$ cat src/rtl/phalf_pkg.sv
package phalf_pkg;

    typedef enum logic [2:0] {
        OP_H_ADD     = 3'd0,
        OP_H_XSUBADD = 3'd1,
        OP_H_XADDSUB = 3'd2,
        OP_H_SUB     = 3'd3,
        OP_B_ADD     = 3'd4,
        OP_RES5      = 3'd5,
        OP_RES6      = 3'd6,
        OP_B_SUB     = 3'd7
    } hsel_e;

    localparam logic [3:0] COND_ALWAYS = 4'hE;
    localparam int         IDX_W       = 4;

endpackage

$ cat src/rtl/phalf_lane.sv
module phalf_lane #(
    parameter int W = 16
) (
    input  logic [W-1:0] a,
    input  logic [W-1:0] b,
    input  logic         sub,
    output logic [W-1:0] y
);
    localparam int EW = W + 1;

    logic [EW-1:0] ea, eb, s;

    always_comb begin
        ea = {a[W-1], a};
        eb = {b[W-1], b};
        s  = sub ? (ea - eb) : (ea + eb);
        y  = s[EW-1:1];
    end

    // halving keeps the sign exact when the operands cannot cancel
    always_comb begin
        if (!sub && (a[W-1] == b[W-1]))
            p_no_overflow_r6: assert (y[W-1] == a[W-1]);
        if (sub && (a[W-1] != b[W-1]))
            p_no_overflow_sub_r6: assert (y[W-1] == a[W-1]);
    end

endmodule

$ cat src/rtl/phalf_datapath.sv
module phalf_datapath
    import phalf_pkg::*;
#(
    parameter int DATA_W = 32
) (
    input  hsel_e              op,
    input  logic [DATA_W-1:0]  rn,
    input  logic [DATA_W-1:0]  rm,
    output logic [DATA_W-1:0]  res
);
    localparam int HALF_W  = DATA_W / 2;
    localparam int BYTE_W  = DATA_W / 4;
    localparam int N_HALF  = 2;
    localparam int N_BYTE  = 4;

    logic exch;
    logic [N_HALF-1:0] h_sub;
    logic [DATA_W-1:0] half_res, byte_res;

    always_comb begin
        exch     = (op == OP_H_XSUBADD) || (op == OP_H_XADDSUB);
        h_sub[0] = (op == OP_H_XSUBADD) || (op == OP_H_SUB);
        h_sub[1] = (op == OP_H_XADDSUB) || (op == OP_H_SUB);
    end

    for (genvar i = 0; i < N_HALF; i++) begin : g_half
        localparam int OTHER = N_HALF - 1 - i;
        logic [HALF_W-1:0] b_sel;
        assign b_sel = exch ? rm[OTHER*HALF_W +: HALF_W] : rm[i*HALF_W +: HALF_W];
        phalf_lane #(.W(HALF_W)) u_lane (
            .a   (rn[i*HALF_W +: HALF_W]),
            .b   (b_sel),
            .sub (h_sub[i]),
            .y   (half_res[i*HALF_W +: HALF_W])
        );
    end

    for (genvar j = 0; j < N_BYTE; j++) begin : g_byte
        phalf_lane #(.W(BYTE_W)) u_lane (
            .a   (rn[j*BYTE_W +: BYTE_W]),
            .b   (rm[j*BYTE_W +: BYTE_W]),
            .sub (op == OP_B_SUB),
            .y   (byte_res[j*BYTE_W +: BYTE_W])
        );
    end

    assign res = op[2] ? byte_res : half_res;

endmodule

$ cat src/rtl/phalf_decode.sv
module phalf_decode
    import phalf_pkg::*;
(
    input  logic [31:0]      word,
    input  logic             cond_pass,
    output hsel_e            op,
    output logic [IDX_W-1:0] rn_idx,
    output logic [IDX_W-1:0] rm_idx,
    output logic [IDX_W-1:0] rd_idx,
    output logic             exec_ok,
    output logic             illegal
);
    logic [3:0] cond;
    logic       unused_bits;

    always_comb begin
        cond    = word[31:28];
        op      = hsel_e'(word[7:5]);
        rn_idx  = word[19:16];
        rd_idx  = word[15:12];
        rm_idx  = word[3:0];
        illegal = (op == OP_RES5) || (op == OP_RES6);
        exec_ok = !illegal && ((cond == COND_ALWAYS) || cond_pass);
    end

    assign unused_bits = ^{word[27:20], word[11:8], word[4]};

endmodule

$ cat src/rtl/phalf_unit.sv
module phalf_unit
    import phalf_pkg::*;
#(
    parameter int DATA_W = 32
) (
    input  logic              clk,
    input  logic              rst_n,
    input  logic              instr_valid,
    input  logic [31:0]       instr_word,
    input  logic              cond_pass,
    input  logic [DATA_W-1:0] rn_data,
    input  logic [DATA_W-1:0] rm_data,
    output logic [3:0]        rn_idx,
    output logic [3:0]        rm_idx,
    output logic              wr_en,
    output logic [3:0]        wr_addr,
    output logic [DATA_W-1:0] wr_data,
    output logic              invalid_op
);
    hsel_e             op;
    logic [IDX_W-1:0]  rd_idx;
    logic              exec_ok, illegal;
    logic [DATA_W-1:0] result;

    phalf_decode u_dec (
        .word      (instr_word),
        .cond_pass (cond_pass),
        .op        (op),
        .rn_idx    (rn_idx),
        .rm_idx    (rm_idx),
        .rd_idx    (rd_idx),
        .exec_ok   (exec_ok),
        .illegal   (illegal)
    );

    phalf_datapath #(.DATA_W(DATA_W)) u_dp (
        .op  (op),
        .rn  (rn_data),
        .rm  (rm_data),
        .res (result)
    );

    always_ff @(posedge clk) begin
        if (!rst_n) begin
            wr_en      <= 1'b0;
            invalid_op <= 1'b0;
            wr_addr    <= '0;
            wr_data    <= '0;
        end else begin
            wr_en      <= instr_valid && exec_ok;
            invalid_op <= instr_valid && illegal;
            if (instr_valid && exec_ok) begin
                wr_addr <= rd_idx;
                wr_data <= result;
            end
        end
    end

    // a write and an invalid flag never coincide
    p_exclusive_r9: assert property (@(posedge clk) disable iff (!rst_n)
        $onehot0({wr_en, invalid_op}));

    // no request in the cycle after an idle input
    p_idle_quiet_r10: assert property (@(posedge clk) disable iff (!rst_n)
        !instr_valid |=> (!wr_en && !invalid_op));

    // a failed condition blocks the write
    p_cond_block_r8: assert property (@(posedge clk) disable iff (!rst_n)
        (instr_valid && instr_word[31:28] != 4'hE && !cond_pass) |=> !wr_en);

    // the always-code writes for every defined selector
    p_always_exec_r8: assert property (@(posedge clk) disable iff (!rst_n)
        (instr_valid && instr_word[31:28] == 4'hE &&
         instr_word[7:5] != 3'd5 && instr_word[7:5] != 3'd6) |=> wr_en);

endmodule

$ cat config.mk
export PLATFORM = sky130hd
export DESIGN_NAME = phalf_unit
export DESIGN_NICKNAME = d
export VERILOG_FILES = /design/src/rtl/phalf_pkg.sv /design/src/rtl/phalf_lane.sv /design/src/rtl/phalf_datapath.sv /design/src/rtl/phalf_decode.sv /design/src/rtl/phalf_unit.sv
export SDC_FILE = /design/constraint.sdc
export NUM_CORES = 1
export LEC_CHECK = 0
export ABC_AREA = 1
export BUFFER_PORTS_ARGS = -buffer_cell sky130_fd_sc_hd__buf_2
export CAP_MARGIN = 25
export CORE_MARGIN = 4
export CORE_UTILIZATION = 54
export CTS_CLUSTER_DIAMETER = 200
export CTS_CLUSTER_SIZE = 8
export DETAILED_ROUTE_END_ITERATION = 10
export PLACE_DENSITY = 0.89
export SYNTH_ARGS = -nofsm -noshare
export SYNTH_HDL_FRONTEND = slang
export SYNTH_SLANG_ARGS = --single-unit
$ cat constraint.sdc
create_clock -name clk -period 3.85 [get_ports clk]
set_clock_uncertainty 0.15 [all_clocks]
set_input_delay 0.77 -clock clk [delete_from_list [all_inputs] [get_ports clk]]
set_output_delay 0.77 -clock clk [all_outputs]
set_load 0.02 [all_outputs]
# After elaboration in Yosys (flattened, before gate mapping)
# Index checks and enable logic that the tools add are counted.
[op_classes]
add_sub_neg = 12
mul = 0
div_mod_pow = 0
n_lt_le_gt_ge = 0
eq_ne = 7
shift = 0
n_mux = 9
n_bitwise = 0
n_reduce_logical = 9
[op_table]
columns = ["cell", "count"]
rows = [
  ["adder 8 x 8 -> 9 bit", 4],
  ["2-to-1 mux 9 bit", 4],
  ["subtractor 8 x 8 -> 9 bit", 4],
  ["adder 16 x 16 -> 17 bit", 2],
  ["2-to-1 mux 17 bit", 2],
  ["subtractor 16 x 16 -> 17 bit", 2],
  ["2-to-1 mux 16 bit", 2],
  ["2-to-1 mux 32 bit", 1],
  ["== test 3 bit (second input constant)", 3],
  ["== test 3 x 2 -> 1 bit (second input constant)", 2],
  ["logical OR 1 bit", 5],
  ["== test 4 bit (second input constant)", 1],
  ["== test 3 x 1 -> 1 bit (second input constant)", 1],
  ["logical AND 1 bit", 3],
  ["logical NOT 1 bit", 1],
]
[totals]
register_bits = 38
latch_bits = 0
mem_bits_rw = 0
mem_bits_ro = 0
in_bits = 100
out_inout_bits = 46
word_cells = 41
memories = 0

# Logic depth before layout (Yosys ltp)
[logic_depth]
ltp_word = 6
ltp_mapped = 24
ltp_nobuf = 24

# Cells and area by module
# Synthesis repeated with hierarchy kept, for this count alone.
[hier_totals]
cells_unflattened = 1449
area_unflattened_um2 = 7878.8
[by_module_without_submodules]
columns = ["mod", "instances", "cells_each", "area_each_um2", "seq_area_each_um2"]
rows = [
  ["phalf_lane (u_dp.g_byte[0].u_lane ...)", 4, 105, 580.6, 0.0],
  ["phalf_unit", 1, 234, 1542.7, 760.7],
  ["phalf_lane (u_dp.g_half[1].u_lane)", 1, 287, 1525.2, 0.0],
  ["phalf_lane (u_dp.g_half[0].u_lane)", 1, 263, 1391.3, 0.0],
  ["phalf_datapath", 1, 219, 935.9, 0.0],
  ["phalf_decode", 1, 26, 161.4, 0.0],
]

# Least setup slack after synthesis
# Ideal clock, no wire load.
[synth_timing]
path_kind = "input to register"
from = "input instr_word[5]"
to = "register wr_data[30]"
setup_time_ns = 0.070
arrival_ns = 3.304
t_required_ns = 3.630
setup_slack_ns = 0.327
stages = 23
path_buffers = 1
path_cell_list = "inv_1 -> nand2_4 -> nand3_4 -> buf_6 -> nand2_2 -> nand2_1 -> ha_1 -> nand3_1 -> nor2_1 -> nand2_1 -> nand2_2 -> nand2_2 -> xor2_1 -> ha_1 -> inv_1 -> o21bai_1 -> a31oi_1 -> nor2_1 -> a211oi_1 -> nand2_1 -> nand2_1 -> nand3_1 -> a21oi_1"
[synth_between]
elab_chain_cells = 6
elab_cells_between_ends = 18
cone_classes = "add/sub (2); eq/ne (6); mux (4); reduce/logical (6)"
[synth_lines]
columns = ["element", "line_no", "rtl"]
rows = [
  ["start: declaration", "phalf_unit.sv:9", "input logic [31:0] instr_word,"],
  ["== test 3 x 1 -> 1 bit / == test 3 x 2 -> 1 bit (equally long branches)", "phalf_datapath.sv:21, phalf_datapath.sv:23", ""],
  ["logical OR 1 bit", "phalf_datapath.sv:21", "exch = (op == OP_H_XSUBADD) || (op == OP_H_XADDSUB);"],
  ["2-to-1 mux 16 bit", "phalf_datapath.sv:29", "assign b_sel = exch ? rm[OTHER*HALF_W +: HALF_W] : rm[i*HALF_W +: HALF_W];"],
  ["adder 16 x 16 -> 17 bit / subtractor 16 x 16 -> 17 bit (equally long branches)", "phalf_lane.sv:16", "s = sub ? (ea - eb) : (ea + eb);"],
  ["2-to-1 mux 17 bit", "phalf_lane.sv:16", ""],
  ["2-to-1 mux 32 bit", "phalf_datapath.sv:47", "assign res = op[2] ? byte_res : half_res;"],
  ["end signal: assignment", "phalf_unit.sv:54", "wr_data <= result;"],
  ["end: declaration", "phalf_unit.sv:17", "output logic [DATA_W-1:0] wr_data,"],
]
# Several ways; a longest one is shown, not always the timed one.
# A chain may end at the register's enable or synchronous reset.

# Worst setup path after layout
[layout_timing]
from = "input instr_word[5]"
to = "register wr_data[15]"
[layout_between]
elab_chain_cells = 6
elab_cells_between_ends = 18
cone_classes = "add/sub (2); eq/ne (6); mux (4); reduce/logical (6)"
[layout_lines]
columns = ["element", "line_no"]
rows = [
  ["== test 3 x 1 -> 1 bit / == test 3 x 2 -> 1 bit (equally long branches)", "phalf_datapath.sv:21, phalf_datapath.sv:22"],
  ["logical OR 1 bit", "phalf_datapath.sv:21"],
  ["2-to-1 mux 16 bit", "phalf_datapath.sv:29"],
  ["adder 16 x 16 -> 17 bit / subtractor 16 x 16 -> 17 bit (equally long branches)", "phalf_lane.sv:16"],
  ["2-to-1 mux 17 bit", "phalf_lane.sv:16"],
  ["2-to-1 mux 32 bit", "phalf_datapath.sv:47"],
]
# Several ways; a longest one is shown, not always the timed one.

==> impl_results.md <==
- Run status: complete, no violations
- Internal: 0.001347 W
- Number of sinks on the clock net: 38
- Class of the most critical hold timing path: reg2reg
- Startpoint types: input port
- DRT iter0 DRCs: between 500 and 600
- Final Hold Viols: 0
- Slew Limit Fails: 0
- Top Ports: around 150
- Worst-skew pair later-pin latency: 300 ps
- Core area: roughly 12000 sq um
- Met2 Resource Use GR: between 40% and 50%
- Count of max-cap constraint violations: 0
- Largest net degree at the start of global routing: 57
- Layout overhead on the synthesized area: 19.13%
- Number of H-tree branching levels: 2
- GR Util All Layers: about a quarter
- Sequential fraction of design power: 18.4%
- Type of the worst setup path: in2reg
- Post-layout min period: 3749 ps
- Maximum buffer depth of the clock tree: 2
- Initial cell density of the core: around 56%
- Synthesized area divided by synthesized cell count: just under 6 sq um
- Worst-path fanout max: 27
- WL/cell: ~14 um
- Fraction of met3 tracks used by global routing: 3.796%
- Routability-driven placement congestion ratio: around 0.96
- Met1 layer usage reported by global route: approximately 32%
- Power per cell area: just over 300 nW/um^2
- Relative slew slack: about three fifths
- Sequential area share after synthesis: about an eighth
- Fin nets: between 1000 and 1500
- Distinct cell type count after synthesis: 39
- Via count: 7618
- Transition at the pin with the smallest max-transition slack: 613.6 ps
- Clock tree from TritonCTS: yes
- Leakage power total: 4.286 nW
- Total iterations of the first detailed-routing run: 5
- Number of diodes added for antenna fixing: 0
- Switching part of the total: 43.19%
- Number of buffers added by the clock tree synthesis step: 5
- Port-buffer cells: about 120
- Final setup viols: 0
- Combinational Power Share: 57.5%
- Clock Pin Slew Worst Setup and Hold Paths: approximately 60 ps
- Post-synthesis cell count: 1099
- Overall routed net length: ~19000 um
- Worst hold margin: between 300 and 400 ps
- Busiest grt layer: met2
- Syn Std Cell Area: ~6500 sq um
- Upper clock frequency limit: ~270 MHz
- Post-route DRC: 0
- Ratio of routed vias to standard cells: roughly 5.5
- Detail Route Antenna Nets: 0
- Final period util: between 90% and 100%
- Wire length of the first global-routing pass: 31730 um
- Maximum resistive drop on vdd: approximately 0.2 mV
- Fraction of power consumed by the clock network: 24.1%
- Cell row count: 39
- Synthesis-stage register bit count: 38
- Vias in the first global route: 7196
- Crit path required time: between 3000 and 4000 ps
- Detailed placement HPWL: about 15000 um
- Number of warning messages in the yosys log: 0
- Sum of overflow across all layers after global routing: 0
- Die height: 117.8 um
- Sort of element at the end of the critical path: flop
- Synthesized net count: ~1300
- Switching power: 0.001024 W
- Die ar.: approximately 14000 sq um
- Antenna violations before repair: 0
- Width of the chip: 117.8 um
- Final total negative setup slack: 0 ps
- Post-CTS Hold Buffers: 0
- Share of post-route cells with drive strength above 1: 17.53%
- Worst path arrival time: around 3800 ps
- Root Buffer: clkbuf_16
## worst max-delay path, stage by stage
cell     delay (ps)
buf_2           120
nand2_2         110
buf_4           270
nand4_1         170
and2_1          210
nand3_1          70
nand2_1          80
o21a_2          150
o21ai_2         110
nor2_2           70
xnor2_1         250
ha_1            320
buf_4           150
nand2_1          70
a21oi_1          40
nor2_1          140
nand3_2         160
a21oi_1         220
inv_1            60
nand3_1          80
nand3_1          80
a21oi_1         130
## flip-flops by register name, indices dropped and copies added (netlist names)
register	flops
wr_addr	4
invalid_op	1
wr_data	32
wr_en	1
## cells in the mapped netlist
cell	count	area, sq um
fa_1	6	120.1
a31oi_1	13	81.33
nor3_1	14	70.07
a21oi_2	3	26.28
o21bai_1	4	30.03
xnor2_1	7	61.31
nand2_4	1	11.26
a21oi_1	102	510.5
a41o_1	1	10.01
clkbuf_1	15	56.30
o21a_1	2	15.01
buf_1	2	7.510
o21ai_1	2	10.01
o221ai_1	1	8.760
inv_1	147	551.8
nor2_2	5	31.28
buf_4	12	90.09
a21boi_0	1	7.510
o211ai_1	9	67.56
buf_6	2	22.52
and2_1	4	25.02
buf_2	8	40.04
nand3b_1	1	7.510
dfxtp_1	38	760.7
a211oi_1	3	22.52
nand4_1	30	187.7
ha_1	64	800.8
o31ai_1	7	52.55
inv_2	1	3.750
nand3_1	58	290.3
nand2_2	5	31.28
nand3_4	1	17.52
nand2_1	280	1051
nand3_2	2	20.02
o21ai_2	6	52.55
nor2_1	87	326.6
o21ai_0	88	440.4
o21a_2	2	17.52
xor2_1	65	569.3
## cell type report
type,instances,area (sq um)
clock inverter,2,60.06
timing repair buffer,169,1011
clock buffer,6,138.9
sequential,38,760.7
fill,1058,3862
tap,143,178.9
multi-input combinational,875,5046
inverter,148,555.5
## layout by cell type (no fill, tap or decap), types with 2 or more instances in the layout
master,count
nand2_1,280
inv_1,146
buf_2,116
a21oi_1,100
o21ai_0,86
nor2_1,85
xor2_1,64
ha_1,63
nand3_1,56
buf_4,50
dfxtp_1,38
nand4_1,30
nor3_1,13
a31oi_1,12
o211ai_1,9
nor2_2,7
o21ai_2,7
xnor2_1,7
o31ai_1,7
fa_1,6
nand2_2,5
a21oi_2,5
nand3_2,5
clkbuf_16,5
and2_1,4
o21bai_1,4
o21ai_1,3
inv_2,2
o21a_2,2
a211oi_1,2
o21a_1,2
bufinv_16,2
buf_12,2
## kinds of logic after synthesis
kind of cell	synth area share (%)
simple gates	31.81
compound gates	20.79
xor+xnor	9.692
flops	11.69
fa+ha+maj	14.15
buf+inv	11.87
## final timing paths
path,from,slack (ps),end,cells past startpoint
worst max-delay path,instr_word[5],100,wr_data[15],22
worst min-delay path,wr_data[8],310,wr_data[8],2
worst max register to register,wr_data[11],2980,wr_data[11],2
worst min register to register,wr_data[8],310,wr_data[8],2
## power groups by stage
stage	Clock [W]	Combinational (W)	Sequential, W
6_report	0.000572	0.00136	0.000437
5_1_grt	0.000596	0.00153	0.000441
4_1_cts	0.000580	0.00131	0.000437
3_5_place_dp	0	0.00130	0.000445
3_3_place_gp	0	0.00126	0.000444
2_1_floorplan	0	0.000900	0.000483
## layer usage
| layer | share of wire [%] | wire length, um |
|---|---|---|
| met1 | 42 | 8080 |
| met2 | 49 | 9341 |
| met3 | 6.2 | 1175 |
| met4 | 2.3 | 435 |
| met5 | 0 | 0 |
## per-stage QoR
step / instances / setup slack (ps) / instance area (sq um) / total power [W] / util [%]
after detailed placement: 1369 / -42.99 / 7450 / 0.001741 / 64.15
final: 1381 / 100.8 / 7751 / 0.002371 / 66.74
after global placement: 1369 / 62.34 / 7450 / 0.001705 / 64.15
after CTS: 1377 / 207.7 / 7649 / 0.002326 / 65.86
after global routing: 1381 / -78.32 / 7751 / 0.002570 / 66.74
after floorplan: 1099 / 326.5 / 6506 / 0.001384 / -
## repair_timing
action / 4_1_cts / 5_1_grt
endpoints found under the setup margin: 0 / 11
setup buffers: 0 / 3
resized for setup: 0 / 17
(Power assumes the default switching activity.)
